**src/rtl/csp_pkg.sv**
```systemverilog
package csp_pkg;

  typedef enum logic [1:0] {
    MODE_SW     = 2'b00,
    MODE_HWDATA = 2'b01,
    MODE_HWCTRL = 2'b10
  } csp_mode_e;

  // Pins 1x both mean hardware control.
  function automatic csp_mode_e csp_decode(input logic [1:0] pins);
    if (pins[1]) return MODE_HWCTRL;
    else if (pins[0]) return MODE_HWDATA;
    else return MODE_SW;
  endfunction

endpackage

```
**src/rtl/csp_rst_sync.sv**
```systemverilog
module csp_rst_sync (
  input  logic clk_i,
  input  logic rst_ni,
  output logic rst_no
);
  logic [1:0] sync_q;

  always_ff @(posedge clk_i or negedge rst_ni) begin
    if (!rst_ni) sync_q <= 2'b00;
    else         sync_q <= {sync_q[0], 1'b1};
  end

  assign rst_no = sync_q[1];
endmodule

```
**src/rtl/csp_frame_timer.sv**
```systemverilog
// Frame cycle counter and window decode. Needs OSR >= 2*W + 4.
module csp_frame_timer #(
  parameter int OSR = 256,
  parameter int W   = 16,
  localparam int CW = $clog2(OSR),
  localparam int PW = $clog2(W)
) (
  input  logic          clk_i,
  input  logic          rst_n,
  input  logic          sec_en_i,
  output logic          frame_end_o,
  output logic          prim_done_o,
  output logic          sec_done_o,
  output logic          prim_win_o,
  output logic          sec_win_o,
  output logic [PW-1:0] pos_o,
  output logic          fs_o
);
  localparam logic [CW-1:0] LAST_C   = CW'(OSR - 1);
  localparam logic [CW-1:0] WEND_C   = CW'(W);
  localparam logic [CW-1:0] HALF_C   = CW'(OSR / 2);
  localparam logic [CW-1:0] HALFM1_C = CW'(OSR / 2 - 1);
  localparam logic [CW-1:0] SEND_C   = CW'(OSR / 2 + W);

  logic [CW-1:0] cnt_q, cnt_d;

  always_comb begin
    if (cnt_q == LAST_C) cnt_d = '0;
    else                 cnt_d = cnt_q + 1'b1;
  end

  always_ff @(posedge clk_i or negedge rst_n) begin
    if (!rst_n) cnt_q <= '0;
    else        cnt_q <= cnt_d;
  end

  always_comb begin
    frame_end_o = (cnt_q == LAST_C);
    prim_done_o = (cnt_q == WEND_C);
    sec_done_o  = sec_en_i && (cnt_q == SEND_C);
    prim_win_o  = (cnt_q < WEND_C);
    sec_win_o   = sec_en_i && (cnt_q >= HALF_C) && (cnt_q < SEND_C);
    if (prim_win_o) pos_o = PW'(cnt_q);
    else            pos_o = PW'(cnt_q - HALF_C);
    fs_o = frame_end_o || (sec_en_i && (cnt_q == HALFM1_C));
  end
endmodule

```
**src/rtl/csp_serdes.sv**
```systemverilog
// Transmit bit select (rising-edge timed) and falling-edge receive shifter.
module csp_serdes #(
  parameter int W = 16,
  localparam int PW = $clog2(W)
) (
  input  logic          clk_i,
  input  logic          rst_n,
  input  logic          prim_win_i,
  input  logic          sec_win_i,
  input  logic [PW-1:0] pos_i,
  input  logic [W-1:0]  prim_word_i,
  input  logic [W-1:0]  sec_word_i,
  input  logic          rx_i,
  output logic          tx_o,
  output logic [W-1:0]  rx_word_o
);
  localparam logic [PW-1:0] TOP_C = PW'(W - 1);

  logic [PW-1:0] idx;
  logic [W-1:0]  rx_q, rx_d;

  always_comb begin
    idx = TOP_C - pos_i;
    if (prim_win_i)     tx_o = prim_word_i[idx];
    else if (sec_win_i) tx_o = sec_word_i[idx];
    else                tx_o = 1'b0;
  end

  always_comb begin
    if (prim_win_i || sec_win_i) rx_d = {rx_q[W-2:0], rx_i};
    else                         rx_d = rx_q;
  end

  always_ff @(negedge clk_i or negedge rst_n) begin
    if (!rst_n) rx_q <= '0;
    else        rx_q <= rx_d;
  end

  assign rx_word_o = rx_q;
endmodule

```
**src/rtl/csp_frame_ctrl.sv**
```systemverilog
// Mode capture, sample/control classification, DAC register.
module csp_frame_ctrl
  import csp_pkg::*;
#(
  parameter int W = 16
) (
  input  logic         clk_i,
  input  logic         rst_n,
  input  logic         frame_end_i,
  input  logic         prim_done_i,
  input  logic [1:0]   mode_i,
  input  logic [W-1:0] adc_i,
  input  logic [W-1:0] rx_word_i,
  output csp_mode_e    mode_o,
  output logic         sec_o,
  output logic [W-1:0] adc_o,
  output logic [W-1:0] dac_o,
  output logic         dac_vld_o
);
  csp_mode_e    mode_q, mode_d;
  logic         sec_q, sec_d;
  logic [W-1:0] adc_q, adc_d;
  logic [W-1:0] dac_q, dac_d;
  logic         vld_q, vld_d;

  always_comb begin
    mode_d = mode_q;
    adc_d  = adc_q;
    sec_d  = sec_q;
    dac_d  = dac_q;
    vld_d  = 1'b0;
    if (frame_end_i) begin
      mode_d = csp_decode(mode_i);
      adc_d  = adc_i;
      sec_d  = 1'b0;
    end
    if (prim_done_i) begin
      unique case (mode_q)
        MODE_SW: begin
          if (rx_word_i[0]) begin
            sec_d = 1'b1;
          end else begin
            dac_d = {rx_word_i[W-1:1], 1'b0};
            vld_d = 1'b1;
          end
        end
        MODE_HWDATA: begin
          dac_d = rx_word_i;
          vld_d = 1'b1;
        end
        default: begin
          dac_d = rx_word_i;
          vld_d = 1'b1;
          sec_d = 1'b1;
        end
      endcase
    end
  end

  always_ff @(posedge clk_i or negedge rst_n) begin
    if (!rst_n) begin
      mode_q <= MODE_SW;
      sec_q  <= 1'b0;
      adc_q  <= '0;
      dac_q  <= '0;
      vld_q  <= 1'b0;
    end else begin
      mode_q <= mode_d;
      sec_q  <= sec_d;
      adc_q  <= adc_d;
      dac_q  <= dac_d;
      vld_q  <= vld_d;
    end
  end

  assign mode_o    = mode_q;
  assign sec_o     = sec_q;
  assign adc_o     = adc_q;
  assign dac_o     = dac_q;
  assign dac_vld_o = vld_q;
endmodule

```
**src/rtl/csp_ctrl_bank.sv**
```systemverilog
// Control register bank: write command or read-address select.
module csp_ctrl_bank #(
  parameter int W      = 16,
  parameter int ADDR_W = 3,
  localparam int NREG  = 1 << ADDR_W,
  localparam int DW    = W - 1 - ADDR_W
) (
  input  logic             clk_i,
  input  logic             rst_n,
  input  logic             cmd_vld_i,
  input  logic [W-1:0]     cmd_i,
  output logic             we_o,
  output logic [W-1:0]     rd_word_o,
  output logic [NREG*DW-1:0] regs_o
);
  logic              is_wr;
  logic [ADDR_W-1:0] addr;
  logic [DW-1:0]     wdata;
  logic [ADDR_W-1:0] rd_addr_q, rd_addr_d;
  logic [DW-1:0]     reg_q [NREG];
  logic [DW-1:0]     reg_d [NREG];

  always_comb begin
    is_wr = cmd_i[W-1];
    addr  = cmd_i[W-2 -: ADDR_W];
    wdata = cmd_i[DW-1:0];
    we_o  = cmd_vld_i && is_wr;
    if (cmd_vld_i && !is_wr) rd_addr_d = addr;
    else                     rd_addr_d = rd_addr_q;
  end

  always_ff @(posedge clk_i or negedge rst_n) begin
    if (!rst_n) rd_addr_q <= '0;
    else        rd_addr_q <= rd_addr_d;
  end

  for (genvar i = 0; i < NREG; i++) begin : g_reg
    always_comb begin
      if (we_o && (addr == ADDR_W'(i))) reg_d[i] = wdata;
      else                              reg_d[i] = reg_q[i];
    end

    always_ff @(posedge clk_i or negedge rst_n) begin
      if (!rst_n) reg_q[i] <= '0;
      else        reg_q[i] <= reg_d[i];
    end

    assign regs_o[i*DW +: DW] = reg_q[i];
  end

  assign rd_word_o = {{(W-DW){1'b0}}, reg_q[rd_addr_q]};
endmodule

```
**src/rtl/codec_host_port.sv**
```systemverilog
module codec_host_port
  import csp_pkg::*;
#(
  parameter int W      = 16,
  parameter int OSR    = 256,
  parameter int ADDR_W = 3,
  localparam int NREG  = 1 << ADDR_W,
  localparam int DW    = W - 1 - ADDR_W,
  localparam int PW    = $clog2(W)
) (
  input  logic               clk_i,
  input  logic               rst_ni,
  input  logic [1:0]         mode_i,
  input  logic [W-1:0]       adc_i,
  input  logic               rx_i,
  output logic               sclk_o,
  output logic               fs_o,
  output logic               tx_o,
  output logic [W-1:0]       dac_o,
  output logic               dac_vld_o,
  output logic [NREG*DW-1:0] regs_o
);
  logic          rst_n_s;
  logic          frame_end, prim_done, sec_done, prim_win, sec_win;
  logic [PW-1:0] pos;
  logic          sec_q;
  csp_mode_e     mode_q;
  logic [W-1:0]  adc_q, rx_word, rd_word;
  logic          reg_we;

  assign sclk_o = clk_i;

  csp_rst_sync u_rst (
    .clk_i  (clk_i),
    .rst_ni (rst_ni),
    .rst_no (rst_n_s)
  );

  csp_frame_timer #(.OSR(OSR), .W(W)) u_timer (
    .clk_i       (clk_i),
    .rst_n       (rst_n_s),
    .sec_en_i    (sec_q),
    .frame_end_o (frame_end),
    .prim_done_o (prim_done),
    .sec_done_o  (sec_done),
    .prim_win_o  (prim_win),
    .sec_win_o   (sec_win),
    .pos_o       (pos),
    .fs_o        (fs_o)
  );

  csp_serdes #(.W(W)) u_serdes (
    .clk_i       (clk_i),
    .rst_n       (rst_n_s),
    .prim_win_i  (prim_win),
    .sec_win_i   (sec_win),
    .pos_i       (pos),
    .prim_word_i (adc_q),
    .sec_word_i  (rd_word),
    .rx_i        (rx_i),
    .tx_o        (tx_o),
    .rx_word_o   (rx_word)
  );

  csp_frame_ctrl #(.W(W)) u_ctrl (
    .clk_i       (clk_i),
    .rst_n       (rst_n_s),
    .frame_end_i (frame_end),
    .prim_done_i (prim_done),
    .mode_i      (mode_i),
    .adc_i       (adc_i),
    .rx_word_i   (rx_word),
    .mode_o      (mode_q),
    .sec_o       (sec_q),
    .adc_o       (adc_q),
    .dac_o       (dac_o),
    .dac_vld_o   (dac_vld_o)
  );

  csp_ctrl_bank #(.W(W), .ADDR_W(ADDR_W)) u_bank (
    .clk_i     (clk_i),
    .rst_n     (rst_n_s),
    .cmd_vld_i (sec_done),
    .cmd_i     (rx_word),
    .we_o      (reg_we),
    .rd_word_o (rd_word),
    .regs_o    (regs_o)
  );
endmodule

```
**config.mk**
```make
export PLATFORM = sky130hd
export DESIGN_NAME = codec_host_port
export DESIGN_NICKNAME = d
export VERILOG_FILES = /design/src/rtl/csp_pkg.sv /design/src/rtl/csp_rst_sync.sv /design/src/rtl/csp_frame_timer.sv /design/src/rtl/csp_serdes.sv /design/src/rtl/csp_frame_ctrl.sv /design/src/rtl/csp_ctrl_bank.sv /design/src/rtl/codec_host_port.sv
export SDC_FILE = /design/constraint.sdc
export NUM_CORES = 1
export LEC_CHECK = 0
export BUFFER_PORTS_ARGS = -buffer_cell sky130_fd_sc_hd__buf_4
export CORE_MARGIN = 5
export CORE_UTILIZATION = 56
export DETAILED_ROUTE_END_ITERATION = 10
export GPL_ROUTABILITY_DRIVEN = 0
export HOLD_SLACK_MARGIN = 0.12
export PLACE_DENSITY_LB_ADDON = 0.12
export SLEW_MARGIN = 20
export SYNTH_ARGS = -nofsm -noshare
export SYNTH_HDL_FRONTEND = slang
export SYNTH_HIERARCHICAL = 1
export SYNTH_SLANG_ARGS = --single-unit
```
**constraint.sdc**
```tcl
create_clock -name clk_i -period 6.9 [get_ports clk_i]
set_clock_uncertainty 0.2 [all_clocks]
set_input_delay 0.69 -clock clk_i [delete_from_list [all_inputs] [get_ports clk_i]]
set_output_delay 0.69 -clock clk_i [all_outputs]
set_load 0.03 [all_outputs]
```
Word level (Yosys, flattened, before mapping)
Index checks and enable logic that the tools add are counted.
{ "op_classes": {"reduce_logical": 20, "muxes": 22, "n_div": 0, "eq_ne": 13, "bitwise_logic": 1, "shift": 0, "n_addsub": 3, "multipliers": 0, "order_cmp": 5} }
{ "ops": {"columns": ["cell", "count"], "rows": [
  ["12-bit binary-select mux with 3-bit select", 1],
  ["16-bit 2-to-1 mux", 2],
  ["12-bit 2-to-1 mux", 2],
  ["8-bit equality test (second input constant)", 2],
  ["1-bit logical AND", 14],
  ["3-bit equality test (second input constant)", 4],
  ["1-bit 2-to-1 mux", 11],
  ["8-bit by 1-bit adder with 8-bit output (second input constant)", 1],
  ["1-bit binary-select mux with 4-bit select", 2],
  ["8-bit by 5-bit equality test with 1-bit output (second input constant)", 1],
  ["8-bit by 7-bit equality test with 1-bit output (second input constant)", 1],
  ["8-bit >= comparator (second input constant)", 1],
  ["8-bit by 5-bit < comparator with 1-bit output (second input constant)", 1],
  ["8-bit < comparator (second input constant)", 1],
  ["8-bit 2-to-1 mux", 1],
  ["3-bit by 2-bit equality test with 1-bit output (second input constant)", 2],
  ["4-bit by 5-bit < comparator with 1-bit output (second input constant)", 1],
  ["4-bit >= comparator (second input constant)", 1],
  ["4-bit 2-to-1 mux", 1],
  ["3-bit inverter with 4-bit output", 1],
  ["4-bit by 1-bit subtractor with 4-bit output (second input constant)", 1],
  ["4-bit subtractor (first input constant)", 1],
  ["3-bit by 1-bit equality test with 1-bit output (second input constant)", 1],
  ["3-bit zero test", 1],
  ["other kinds (8)", 9]
]} }
{ "totals": {"mem_bits_ro": 0, "latch_bits": 0, "n_memories": 0, "register_bits": 161, "word_cells": 81, "output_inout_bits": 116, "ramBits": 0} }

Longest topological paths before layout
{ "depth": {"ltp_word": 8, "depth_mapped": 9} }

Modules after synthesis
The synthesis kept the hierarchy.
{ "by_module_without_submodules": {"columns": ["mod", "seq_area_each_um2", "instances", "cells_each", "area_per_inst_um2"], "rows": [
  ["csp_ctrl_bank", 2477.4, 1, 269, 4564.4],
  ["csp_frame_ctrl", 900.9, 1, 84, 1403.8],
  ["csp_serdes", 400.4, 1, 76, 937.1],
  ["csp_frame_timer", 200.2, 1, 46, 451.7],
  ["csp_rst_sync", 50.0, 1, 3, 53.8],
  ["codec_host_port", 0.0, 1, 1, 7.5]
]} }

==> out/metrics.yaml <==
outcome:
  status: "finished, final reports clean"
sta:
  worst_pin_slew_ns: 1.06
  rsz0062_at_grt: "no"
  fin_tns_setup_ns: 0
  max_slew_margin_pct: 29.2
  setup_violations: 0
  maxSlewViolCount: 0
  hold_viol_final: 0
worst_setup_path:
  start_kind: "register"
  reg2reg_slack_ns: 1.10
  startpoint: "u_timer/cnt_q[4]"
  rr_worst_depth: 3
  critPathKind: "register to register"
  end_kind: "register"
  r2r-start: "u_timer/cnt_q[4]"
  critical_path_required_ns: 3.62
  r2r_end: "u_serdes/rx_word_o[8]"
  worstPathArrival_ns: 2.52
  crit_fanout: 16
clock_network:
  cts-resized-gates: 0
  insertion_delay_ns: 0.53
  post_cts_buffers: 0
  cts_tree: "yes"
  clk_pin_slew_ns: 0.06
cells_and_area:
  utilization_pct: 70.2
  syn2layout_area_growth_pct: 23.9
  final_layout_size_suffix_gt1_share_pct: 56.2
  finalNetCount: 643
  antennaDiodeCount: 0
  layout_common_cells: "mux2_2, buf_4, dfrtp_1, clkbuf_16, mux4_1"
  final_common_cell: "mux2_2"
hold_path:
  hold_path_class: "register to register"
  hold_path_startpoint: "u_rst/sync_q[0]"
  holdPathEnd: "u_rst/sync_q[1]"
  hold_depth: 0
die:
  core_area_um2: 13100
  dieArea_um2: 15600
  die_w_um: 125
  rows: 42
  start_util_pct: 56.6
  io_pins: 137
  fp.dieH_um: 125
power:
  internal_power_mw: 1.59
  p_switching_mw: 0.474
  netSwitchingFraction_pct: 22.9
  p_per_area_nw_per_um2: 225
  combPwrFrac_pct: 2.7
  ir_worst_vdd_mv: 0.190
  power_mw: 2.07
  leakagePower_nw: 4.64
  p_clk_share_pct: 49.9
  power_frac_seq_pct: 47.4
route:
  dr_total_vias: 4701
  first_pass_iters: 5
  wirelength_um: 17700
  avgRoutedWirePerCell_um: 21.9
  drc: 0
  ant_nets: 0
  vias_per_cell: 5.81
  drt-initial-drc-count: 360
global_routing:
  grt-ovfl-total: 0
  grt_pass1_wl_um: 28200
  grt_max_degree: 71
  grt_usage_pct: 23.4
  antenna_found_initial: 0
  first_global_vias: 4964
placement:
  io_buffer_count: 136
  dp_hpwl_um: 11700
synthesis:
  postSynthCellCount: 478
  synth_area_per_cell_um2: 15.5
  syn_area_um2: 7410
  synth_warnings: 6
flow_run:
  maxCapViolCount: 0
-- registers in the layout, summed over array words and instances (netlist names) --
signal / flops
u_ctrl/sec_o: 1
u_bank/regs_o: 96
u_bank/rd_addr_q: 3
u_ctrl/dac_o: 16
u_timer/cnt_q: 8
u_rst/sync_q: 2
u_ctrl/adc_o: 16
u_serdes/rx_word_o: 16
u_ctrl/mode_o: 2
u_ctrl/dac_vld_o: 1
-- critical path: stages (launching register included) --
cell and delay (ns):
dfrtp_1 0.45, nor4_1 0.79, nor2_2 0.37, mux2_2 0.37
-- per-stage QoR --
stage | area, um^2 | setup WS [ns] | instances | hold slack [ns]
final | 9180 | 1.10 | 809 | 0.152
after global routing | 9180 | 0.997 | 809 | 0.174
after CTS | 9180 | 1.13 | 809 | 0.157
after detailed placement | 8510 | 1.16 | 773 | 0.142
after global placement | 8510 | 1.22 | 773 | 0.136
after floorplan | 7420 | 0.709 | 481 | 0.131
-- how the worst max path moves through the flow --
stage | slack [ns] | to | cells past startpoint
after CTS | 1.13 | u_serdes/rx_word_o[8] | 3
after detailed placement | 1.16 | u_serdes/rx_word_o[0] | 3
final | 1.10 | u_serdes/rx_word_o[8] | 3
after global placement | 1.22 | u_serdes/rx_word_o[1] | 3
after floorplan | 0.71 | u_serdes/rx_word_o[0] | 0
after global routing | 1.0 | u_serdes/rx_word_o[8] | 3
-- repair_timing --
item,in CTS,in global routing
hold endpoints to repair,2,0
endpoints found under the setup margin,0,0
hold buffers,1,0
-- layer usage --
metal / track usage, % / part of all wire, % / wire length [um]
met5: 0 / 0 / 0
met4: 6.76 / 1.0 / 181
met3: 7.63 / 6.0 / 1060
met2: 38.7 / 51 / 9010
met1: 30.0 / 42 / 7470
-- final cells by class --
cell class	instances	area, um^2
Clock inverter	12	88.8
Inverter	9	33.8
Sequential cell	161	4030
Timing Repair Buffer	147	1110
Clock buffer	24	583
Tap cell	176	220
Multi-Input combinational cell	280	3120
Fill cell	867	3900
-- power by group through the flow --
stage	clock network, mW	registers [mW]	logic (mW)
3_5_place_dp	0.0217	0.998	0.0561
4_1_cts	1.05	0.981	0.0569
5_1_grt	1.09	0.983	0.0616
3_3_place_gp	0.0217	0.997	0.0552
6_report	1.03	0.980	0.0560
2_1_floorplan	0.0217	1.01	0.0154
No activity file was read; power rests on OpenSTA's default activity.
